## config.mk

```make
export PLATFORM = sky130hd
export DESIGN_NAME = wdt_timer
export DESIGN_NICKNAME = d
export VERILOG_FILES = /design/src/rtl/wdt_pkg.sv /design/src/rtl/wdt_ctrl_reg.sv /design/src/rtl/wdt_prescaler.sv /design/src/rtl/wdt_counter.sv /design/src/rtl/wdt_timer.sv
export SDC_FILE = /design/constraint.sdc
export NUM_CORES = 1
export LEC_CHECK = 0
export ABC_CLOCK_PERIOD_IN_PS = 1700
export BUFFER_PORTS_ARGS = -buffer_cell sky130_fd_sc_hd__buf_2
export CAP_MARGIN = 20
export CORE_AREA = 10 10 85 87
export CTS_BUF_LIST = sky130_fd_sc_hd__clkbuf_4
export CTS_CLUSTER_DIAMETER = 120
export DETAILED_ROUTE_END_ITERATION = 10
export DIE_AREA = 0 0 95 97
export GPL_TIMING_DRIVEN = 1
export MAX_ROUTING_LAYER = met4
export PLACE_DENSITY = 0.8
export SETUP_SLACK_MARGIN = 0.3
export SKIP_LAST_GASP = 1
export SLEW_MARGIN = 20
export SYNTH_ARGS = -nofsm -noshare
export SYNTH_HDL_FRONTEND = slang
export SYNTH_SLANG_ARGS = --single-unit
export TNS_END_PERCENT = 30
```

## constraint.sdc

```tcl
create_clock -name clk -period 1.7 [get_ports clk]
set_input_delay 0.34 -clock clk [delete_from_list [all_inputs] [get_ports clk]]
set_output_delay 0.34 -clock clk [all_outputs]
set_load 0.01 [all_outputs]
```

## src/rtl/wdt_pkg.sv

```systemverilog
package wdt_pkg;

  // Field positions inside the control word; software depends on them.
  localparam int BIT_KICK  = 0;
  localparam int BIT_RSTEN = 1;
  localparam int BIT_RFLAG = 2;
  localparam int BIT_WFLAG = 3;
  localparam int IVL_LO    = 4;
  localparam int BIT_IRQEN = 6;
  localparam int BIT_RUN   = 7;
  localparam int PRE_LO    = 10;
  localparam int REG_W     = 32;

  typedef struct packed {
    logic [1:0] presc;
    logic       run;
    logic       irq_en;
    logic [1:0] ivl;
    logic       rst_en;
  } wdt_cfg_t;

endpackage

```

## src/rtl/wdt_ctrl_reg.sv

```systemverilog
module wdt_ctrl_reg
  import wdt_pkg::*;
(
  input  logic             clk,
  input  logic             rst_n,
  input  logic             wr_en,
  input  logic [REG_W-1:0] wr_data,
  input  logic             warn_hit,
  input  logic             expire_rst,
  output wdt_cfg_t         cfg,
  output logic             wflag,
  output logic             rflag,
  output logic             restart,
  output logic [REG_W-1:0] rd_data
);

  wdt_cfg_t cfg_q, cfg_d, cfg_wr;
  logic     wflag_q, wflag_d;
  logic     rflag_q, rflag_d;
  logic     unused_wr_bits;

  // Decode of the incoming word
  always_comb begin
    cfg_wr.presc  = wr_data[PRE_LO+1:PRE_LO];
    cfg_wr.run    = wr_data[BIT_RUN];
    cfg_wr.irq_en = wr_data[BIT_IRQEN];
    cfg_wr.ivl    = wr_data[IVL_LO+1:IVL_LO];
    cfg_wr.rst_en = wr_data[BIT_RSTEN];
  end

  assign unused_wr_bits = ^{wr_data[REG_W-1:PRE_LO+2], wr_data[PRE_LO-1:BIT_RUN+1]};

  // Next state
  always_comb begin
    cfg_d   = cfg_q;
    restart = 1'b0;
    if (wr_en) begin
      cfg_d   = cfg_wr;
      restart = wr_data[BIT_KICK]
              | (cfg_wr.presc != cfg_q.presc)
              | (cfg_wr.ivl   != cfg_q.ivl)
              | (cfg_wr.run   != cfg_q.run);
    end
    wflag_d = warn_hit   | (wflag_q & ~(wr_en & wr_data[BIT_WFLAG]));
    rflag_d = expire_rst | (rflag_q & ~(wr_en & wr_data[BIT_RFLAG]));
  end

  // Registers
  always_ff @(posedge clk or negedge rst_n) begin
    if (!rst_n) begin
      cfg_q   <= '0;
      wflag_q <= 1'b0;
      rflag_q <= 1'b0;
    end else begin
      cfg_q   <= cfg_d;
      wflag_q <= wflag_d;
      rflag_q <= rflag_d;
    end
  end

  // Read-back word; the kick bit is never stored
  always_comb begin
    rd_data                    = '0;
    rd_data[PRE_LO+1:PRE_LO]   = cfg_q.presc;
    rd_data[BIT_RUN]           = cfg_q.run;
    rd_data[BIT_IRQEN]         = cfg_q.irq_en;
    rd_data[IVL_LO+1:IVL_LO]   = cfg_q.ivl;
    rd_data[BIT_WFLAG]         = wflag_q;
    rd_data[BIT_RFLAG]         = rflag_q;
    rd_data[BIT_RSTEN]         = cfg_q.rst_en;
  end

  assign cfg   = cfg_q;
  assign wflag = wflag_q;
  assign rflag = rflag_q;

endmodule

```

## src/rtl/wdt_prescaler.sv

```systemverilog
module wdt_prescaler #(
  parameter int PRE_SH1 = 8,
  parameter int PRE_SH2 = 11,
  parameter int PRE_SH3 = 16
) (
  input  logic       clk,
  input  logic       rst_n,
  input  logic       run,
  input  logic       restart,
  input  logic [1:0] sel,
  output logic       tick
);

  localparam int PW = PRE_SH3;
  localparam logic [PW-1:0] LIM1 = PW'((32'd1 << PRE_SH1) - 32'd1);
  localparam logic [PW-1:0] LIM2 = PW'((32'd1 << PRE_SH2) - 32'd1);
  localparam logic [PW-1:0] LIM3 = PW'((32'd1 << PRE_SH3) - 32'd1);

  logic [PW-1:0] div_q, div_d, lim;

  always_comb begin
    unique case (sel)
      2'b00:   lim = '0;
      2'b01:   lim = LIM1;
      2'b10:   lim = LIM2;
      default: lim = LIM3;
    endcase
  end

  assign tick = run & (div_q == lim);

  always_comb begin
    if (restart || !run || tick) div_d = '0;
    else                         div_d = div_q + PW'(1);
  end

  always_ff @(posedge clk or negedge rst_n) begin
    if (!rst_n) div_q <= '0;
    else        div_q <= div_d;
  end

endmodule

```

## src/rtl/wdt_counter.sv

```systemverilog
module wdt_counter #(
  parameter int IVL_BASE   = 14,
  parameter int WARN_TICKS = 1024
) (
  input  logic       clk,
  input  logic       rst_n,
  input  logic       run,
  input  logic       restart,
  input  logic       tick,
  input  logic [1:0] ivl,
  output logic       warn_hit,
  output logic       expire
);

  localparam int CW = IVL_BASE + 6;

  logic [CW:0]   tc_w;
  logic [CW-1:0] last_w, warn_w;
  logic [CW-1:0] cnt_q, cnt_d;
  logic          step;

  always_comb begin
    tc_w   = (CW+1)'(1) << (IVL_BASE + 2 * int'(ivl));
    last_w = CW'(tc_w - (CW+1)'(1));
    warn_w = CW'(tc_w - (CW+1)'(WARN_TICKS + 1));
  end

  assign step     = run & tick & ~restart;
  assign expire   = step & (cnt_q == last_w);
  assign warn_hit = step & (cnt_q == warn_w);

  always_comb begin
    if (restart || !run) cnt_d = '0;
    else if (step)       cnt_d = expire ? '0 : cnt_q + CW'(1);
    else                 cnt_d = cnt_q;
  end

  always_ff @(posedge clk or negedge rst_n) begin
    if (!rst_n) cnt_q <= '0;
    else        cnt_q <= cnt_d;
  end

endmodule

```

## src/rtl/wdt_timer.sv

```systemverilog
module wdt_timer
  import wdt_pkg::*;
#(
  parameter int PRE_SH1    = 8,
  parameter int PRE_SH2    = 11,
  parameter int PRE_SH3    = 16,
  parameter int IVL_BASE   = 14,
  parameter int WARN_TICKS = 1024
) (
  input  logic             clk,
  input  logic             rst_n,
  input  logic             wr_en,
  input  logic [REG_W-1:0] wr_data,
  output logic [REG_W-1:0] rd_data,
  output logic             irq_o,
  output logic             sys_rst_req_o
);

  logic [1:0] rst_sync_q;
  logic       rst_int_n;
  wdt_cfg_t   cfg;
  logic       wflag, rflag, restart, tick, warn_hit, expire, expire_rst;
  logic       req_q, req_d;

  // Reset synchronizer: asserts at once, releases on the clock
  always_ff @(posedge clk or negedge rst_n) begin
    if (!rst_n) rst_sync_q <= 2'b00;
    else        rst_sync_q <= {rst_sync_q[0], 1'b1};
  end
  assign rst_int_n = rst_sync_q[1];

  wdt_ctrl_reg u_reg (
    .clk        (clk),
    .rst_n      (rst_int_n),
    .wr_en      (wr_en),
    .wr_data    (wr_data),
    .warn_hit   (warn_hit),
    .expire_rst (expire_rst),
    .cfg        (cfg),
    .wflag      (wflag),
    .rflag      (rflag),
    .restart    (restart),
    .rd_data    (rd_data)
  );

  wdt_prescaler #(
    .PRE_SH1 (PRE_SH1),
    .PRE_SH2 (PRE_SH2),
    .PRE_SH3 (PRE_SH3)
  ) u_pre (
    .clk     (clk),
    .rst_n   (rst_int_n),
    .run     (cfg.run),
    .restart (restart),
    .sel     (cfg.presc),
    .tick    (tick)
  );

  wdt_counter #(
    .IVL_BASE   (IVL_BASE),
    .WARN_TICKS (WARN_TICKS)
  ) u_cnt (
    .clk      (clk),
    .rst_n    (rst_int_n),
    .run      (cfg.run),
    .restart  (restart),
    .tick     (tick),
    .ivl      (cfg.ivl),
    .warn_hit (warn_hit),
    .expire   (expire)
  );

  assign expire_rst = expire & cfg.rst_en;
  assign req_d      = expire_rst;

  always_ff @(posedge clk or negedge rst_int_n) begin
    if (!rst_int_n) req_q <= 1'b0;
    else            req_q <= req_d;
  end

  assign sys_rst_req_o = req_q;
  assign irq_o         = wflag & cfg.irq_en;

  logic unused_rflag;
  assign unused_rflag = rflag;

endmodule

```

# [After elaboration in Yosys (flattened, before gate mapping)]
# Index checks and enable logic that the tools add are counted.
[word_totals] regBits=48 output_inout_bits=34 input_bits=35
[op_classes] addsub=5 reduce_logical=5 muxes=6 shift=1 bitwise_logic=19 n_eq_ne=8
[op_table] operator="2-to-1 mux 20 bit" n=3
[op_table] operator="case mux 16 bit (3 select lines)" n=1
[op_table] operator="== test 20 bit" n=2
[op_table] operator="<< shifter 1 x 32 -> 20 bit (first input constant)" n=1
[op_table] operator="adder 20 x 1 -> 20 bit (second input constant)" n=1
[op_table] operator="subtractor 20 x 1 -> 20 bit (second input constant)" n=1
[op_table] operator="subtractor 20 x 11 -> 20 bit (second input constant)" n=1
[op_table] operator="adder 16 x 1 -> 16 bit (second input constant)" n=1
[op_table] operator="== test 16 bit" n=1
[op_table] operator="2-to-1 mux 16 bit" n=1
[op_table] operator="bitwise AND 1 bit" n=11
[op_table] operator="adder 4 x 3 -> 5 bit (first input constant)" n=1
[op_table] operator="OR 1 bit" n=5
[op_table] operator="!= test 2 bit" n=2
[op_table] operator="NOT 1 bit" n=3
[op_table] operator="== test 2 x 1 -> 1 bit (second input constant)" n=1
[op_table] operator="== test 2 bit (second input constant)" n=1
[op_table] operator="zero test 2 bit" n=1
[op_table] operator="logical OR 1 bit" n=2
[op_table] operator="nonzero test 2 bit" n=1
[op_table] operator="zero test 1 bit" n=1
[op_table] operator="2-to-1 mux 1 bit" n=1
[op_table] operator="!= test 1 bit" n=1

# [Longest topological paths before layout]
[depth] ltp_word=11 mapped_depth=8 depth_no_buf=6

# [Hierarchy]
# A second synthesis with hierarchy kept.
[unflattened] hier_cells=320 hier_area_um2=3091.7
[by_module_without_submodules] mod="wdt_counter" cells_each=161 n_inst=1 area_each_um2=1398.8
[by_module_without_submodules] mod="wdt_prescaler" cells_each=92 n_inst=1 area_each_um2=964.7
[by_module_without_submodules] mod="wdt_ctrl_reg" cells_each=61 n_inst=1 area_each_um2=636.9
[by_module_without_submodules] mod="wdt_timer" cells_each=6 n_inst=1 area_each_um2=91.3

# [Worst setup path after synthesis]
# No wires, ideal clock.
[synth_path] path_kind="flip-flop to flip-flop" from="register u_reg.cfg_q, in the netlist u_reg.cfg[6]" to="register u_cnt.cnt_q[11]" n_path_buf=1 synth_period_minus_slack_ps=2103 path_stages_with_launch=7 path_slack_ps=-403 arrival_time_ps=2023 path_cell_list="dfrtp_1 > nand2_1 > or3_1 > a221o_1 > buf_4 > a2111oi_4 > mux2i_1"
[synth_via] elab_chain_cells=11
[synth_lines] element="start, declared" line="wdt_ctrl_reg.sv:17" text="wdt_cfg_t cfg_q, cfg_d, cfg_wr;"
[synth_lines] element="start signal, assigned" line="wdt_ctrl_reg.sv:55" text="cfg_q <= cfg_d;"
[synth_lines] element="parallel branches: the longest is 11 deep, another holds 2-to-1 mux 20 bit"
[synth_lines] element="end signal, assigned" line="wdt_counter.sv:40" text="else cnt_q <= cnt_d;"
[synth_lines] element="end, declared" line="wdt_counter.sv:19" text="logic [CW-1:0] cnt_q, cnt_d;"
# Parallel ways; which one is timed is not known. The select of a mux whose other input is x is not followed.
# A chain may end at the register's enable or synchronous reset.

# [Worst setup path in the final report]
[layout_path] from="register u_pre.div_q[12]" to="register u_cnt.cnt_q[18]"
[layout_via] elab_chain_cells=8
[layout_lines] element="start, declared" line="wdt_prescaler.sv:19" text="logic [PW-1:0] div_q, div_d, lim;"
[layout_lines] element="start signal, assigned" line="wdt_prescaler.sv:39" text="else div_q <= div_d;"
[layout_lines] element="== test 16 bit *" line="wdt_prescaler.sv:30" text="assign tick = run & (div_q == lim);"
[layout_lines] element="bitwise AND 1 bit *" line="wdt_prescaler.sv:30"
[layout_lines] element="bitwise AND 1 bit * (2 in a row)" line="wdt_counter.sv:28" text="assign step = run & tick & ~restart;"
[layout_lines] element="bitwise AND 1 bit" line="wdt_counter.sv:29" text="assign expire = step & (cnt_q == last_w);"
[layout_lines] element="2-to-1 mux 20 bit (2 in a row)" line="wdt_counter.sv:34" text="else if (step) cnt_d = expire ? '0 : cnt_q + CW'(1);"
[layout_lines] element="2-to-1 mux 20 bit" line="wdt_counter.sv:33" text="if (restart || !run) cnt_d = '0;"
# Every way passes the cells marked *; elsewhere a longest branch is shown, timed or not. The select of a mux whose other input is x is not followed.

==> impl_metrics.toml <==
[final_layout]
nets = 451
area_growth_pct = 31.2
final_cells = 485
n_antenna_cell = 0
drive_gt1_share_pct = 34.6

[worst_setup_path]
required_ns = 2.00
crit_type = "flip-flop to flip-flop"
r2r_cells = 7
r2r_end = "u_cnt.cnt_q[18]"
critPathMaxFanout = 20
startpoint_type = "flip-flop"
arrival_ns = 2.63
r2r_setup_slack_ns = -0.63
r2r_start = "u_pre.div_q[12]"
cp-end-kind = "flip-flop"

[sta]
tightest_slew_ns = 0.647
relSlewSlack_pct = 56.9
setup_slack_ns = -0.629
hold_violations = 0
clock_skew_ns = 0.00616
period_minus_slack_ns = 2.33
drv_slew = 0
finalSetupViolations = 39
period_share_pct = 137
fmax_ghz = 0.429
rsz0062_at_grt = "yes"

[min_path]
worstHoldPathType = "input pin to flip-flop"
hold_start = "wr_data[1]"
hold_depth = 3
hold_end = "u_reg.cfg[0]"

[pwr]
powerDensity_nw_per_um2 = 525
p_leak_nw = 1.74
vdd.ir_drop.worst_mv = 0.430
fin_total_pwr_mw = 2.07

[routing]
wl_met1_um = 3340
wl_met2_um = 4220
routed_wl_um = 8660
first_pass_iters = 4
final_antenna_net_count = 0
num_vias = 2883
drcViolationCount = 0
wl_per_cell_um = 17.8
met3_length_um = 743
drtIter0Drc = 235
top_layer = "met4"
via_per_inst = 5.94

[place]
dp_cells = 466
port_buffers = 23
dp_hpwl_um = 5690
place_congestion = 0.909

[global_routing]
grt_pass1_vias = 2739
grt_max_degree = 30
grt_pass1_wl_um = 12600
antenna_found_initial = 0
grtUsageTotal_pct = 16.8
overflow = 0

[logic_synthesis]
synthesis.instances = 316
synth_seq_cells = 48
synth_flop_cell = "dfrtp_1"
yosysSeqAreaShare_pct = 39.9
async_reset_ff_share_pct = 100
synth_area_um2 = 3010
yosysWarnings = 0
syn_avg_cell_area_um2 = 9.53
ys_types = 43
synth_edf_count = 0

[cts]
clock_latency_ns = 0.37
cts_tree = "done"
htreeDepth = 2
clock-sinks = 48
clockRootBuffer = "clkbuf_4"
cts_buffers = 5
path_clk_slew_ns = 0.13
max-clock-path-buffers = 2

[floorplanning]
rows = 27
die_h_um = 97
core_um2 = 5470
boundaryPins = 69
initial_core_util_pct = 55.0
die_area_um2 = 9220
die_w_um = 95

[run_status]
status = "finished, violations left"
violations = "negative setup slack"

[job]
maxCapViolCount = 0
critical path: stages (launching register included):
cell       delay [ns]
dfrtp_1          0.45
buf_6            0.14
nor4_4           0.26
nand4b_1         0.15
a221o_2          0.50
buf_12           0.21
a2111oi_4        0.31
mux2i_1          0.23
state kept, by name, summed over array words and instances (netlist names):
name / flops
u_cnt.cnt_q: 20
u_pre.div_q: 16
u_reg.cfg: 7
rst_sync_q: 2
sys_rst_req_o: 1
u_reg.rflag: 1
u_reg.wflag: 1
cell usage after synthesis (all sizes together) (8+ instances only):
master  number  area [um2]
xor2        11        96.3
buf         32         225
nand2b       9        56.3
and3         8        50.1
a21oi       13        65.1
xnor2        8        70.1
o211ai      24         180
nand3       18        90.1
mux2i       16         160
nor2        23        86.3
nand4       11        68.8
inv          9        33.8
nand2       14        52.6
clkbuf      12        45.0
dfrtp       48        1200
routing by layer:
| layer | vias to the layer above | global-route usage, % |
|---|---|---|
| li1 | 1285 | - |
| met2 | 155 | 27.2 |
| met4 | 0 | 6.41 |
| met5 | - | - |
| met1 | 1408 | 19.6 |
| met3 | 35 | 4.01 |
stage by stage:
step | worst slack, ns | area [um2] | TNS, ns | utilization, % | hold WS, ns
final | -0.629 | 3950 | -18.97 | 72.2 | 0.187
after global routing | -0.717 | 3950 | -21.66 | 72.2 | 0.194
after CTS | -0.444 | 3800 | -12.85 | 69.4 | 0.173
after detailed placement | -0.415 | 3700 | -11.60 | 67.6 | 0.127
after global placement | -0.353 | 3700 | -9.79 | 67.6 | 0.126
after floorplan | -0.253 | 3160 | -6.74 | - | 0.0444
logic make-up (layout without fill, tap and decap cells):
kind of cell               Yosys count  after routing  synth area share (%)
and+or+nand+nor                    112            112                  20.2
adders and majority gates            3              3                  1.25
AOI/OAI and AO/OA                   58             58                  15.5
muxes                               21             21                  7.19
DFF                                 48             48                  39.9
other                                2             24                 0.249
buffers and inverters               53            128                  10.1
xor gates and xnor gates            19             19                  5.53
area by class of cell:
| type | count | area (um2) |
|---|---|---|
| Clock buffer | 6 | 45.0 |
| Clock inverter | 1 | 5.00 |
| Fill cell | 336 | 1520 |
| Inverter | 9 | 33.8 |
| Multi-Input combinational cell | 237 | 1690 |
| Sequential cell | 48 | 1200 |
| Tap cell | 72 | 90.1 |
| Timing Repair Buffer | 112 | 881 |
repair_timing:
item	in CTS	in global routing
pin swaps	0	6
gates cloned	0	1
resized for setup	4	14
endpoints found under the setup margin	44	45
endpoints found under the hold margin	2	0
hold buffers	1	0
setup buffers	3	7
how the worst max path moves through the flow:
stage	depth (start not counted)	start	slack (ns)	endpoint
2_1_floorplan	6	u_pre.div_q[11]	-0.25	u_cnt.cnt_q[11]
3_3_place_gp	6	u_pre.div_q[13]	-0.35	u_cnt.cnt_q[19]
3_5_place_dp	5	u_pre.div_q[13]	-0.42	u_cnt.cnt_q[17]
4_1_cts	5	u_pre.div_q[14]	-0.44	u_cnt.cnt_q[17]
5_1_grt	7	u_pre.div_q[12]	-0.72	u_cnt.cnt_q[18]
6_report	7	u_pre.div_q[12]	-0.63	u_cnt.cnt_q[18]
where the power goes:
group / switching, mW / internal, mW / leakage, nW
Clock: 0.366 / 0.169 / 0.0315
Sequential: 0.0386 / 1.16 / 0.648
Combinational: 0.189 / 0.148 / 1.06
Total: 0.594 / 1.48 / 1.74
layout by cell type, fill, tap and decap left out, types with 4 or more instances in the layout:
master / count
buf_2: 23
xor2_1: 11
or3_1: 6
nand4_1: 11
conb_1: 24
nand3_1: 18
nor2_1: 23
buf_12: 5
buf_4: 78
buf_6: 4
xnor2_1: 8
a2111oi_4: 4
and3_1: 8
mux2_2: 5
inv_1: 9
nand2b_1: 9
nor4_1: 5
o211ai_1: 24
mux2i_1: 16
dfrtp_1: 46
nand2_1: 14
clkbuf_4: 6
a21oi_1: 10
Note: power is estimated with default switching activity, not from simulation.
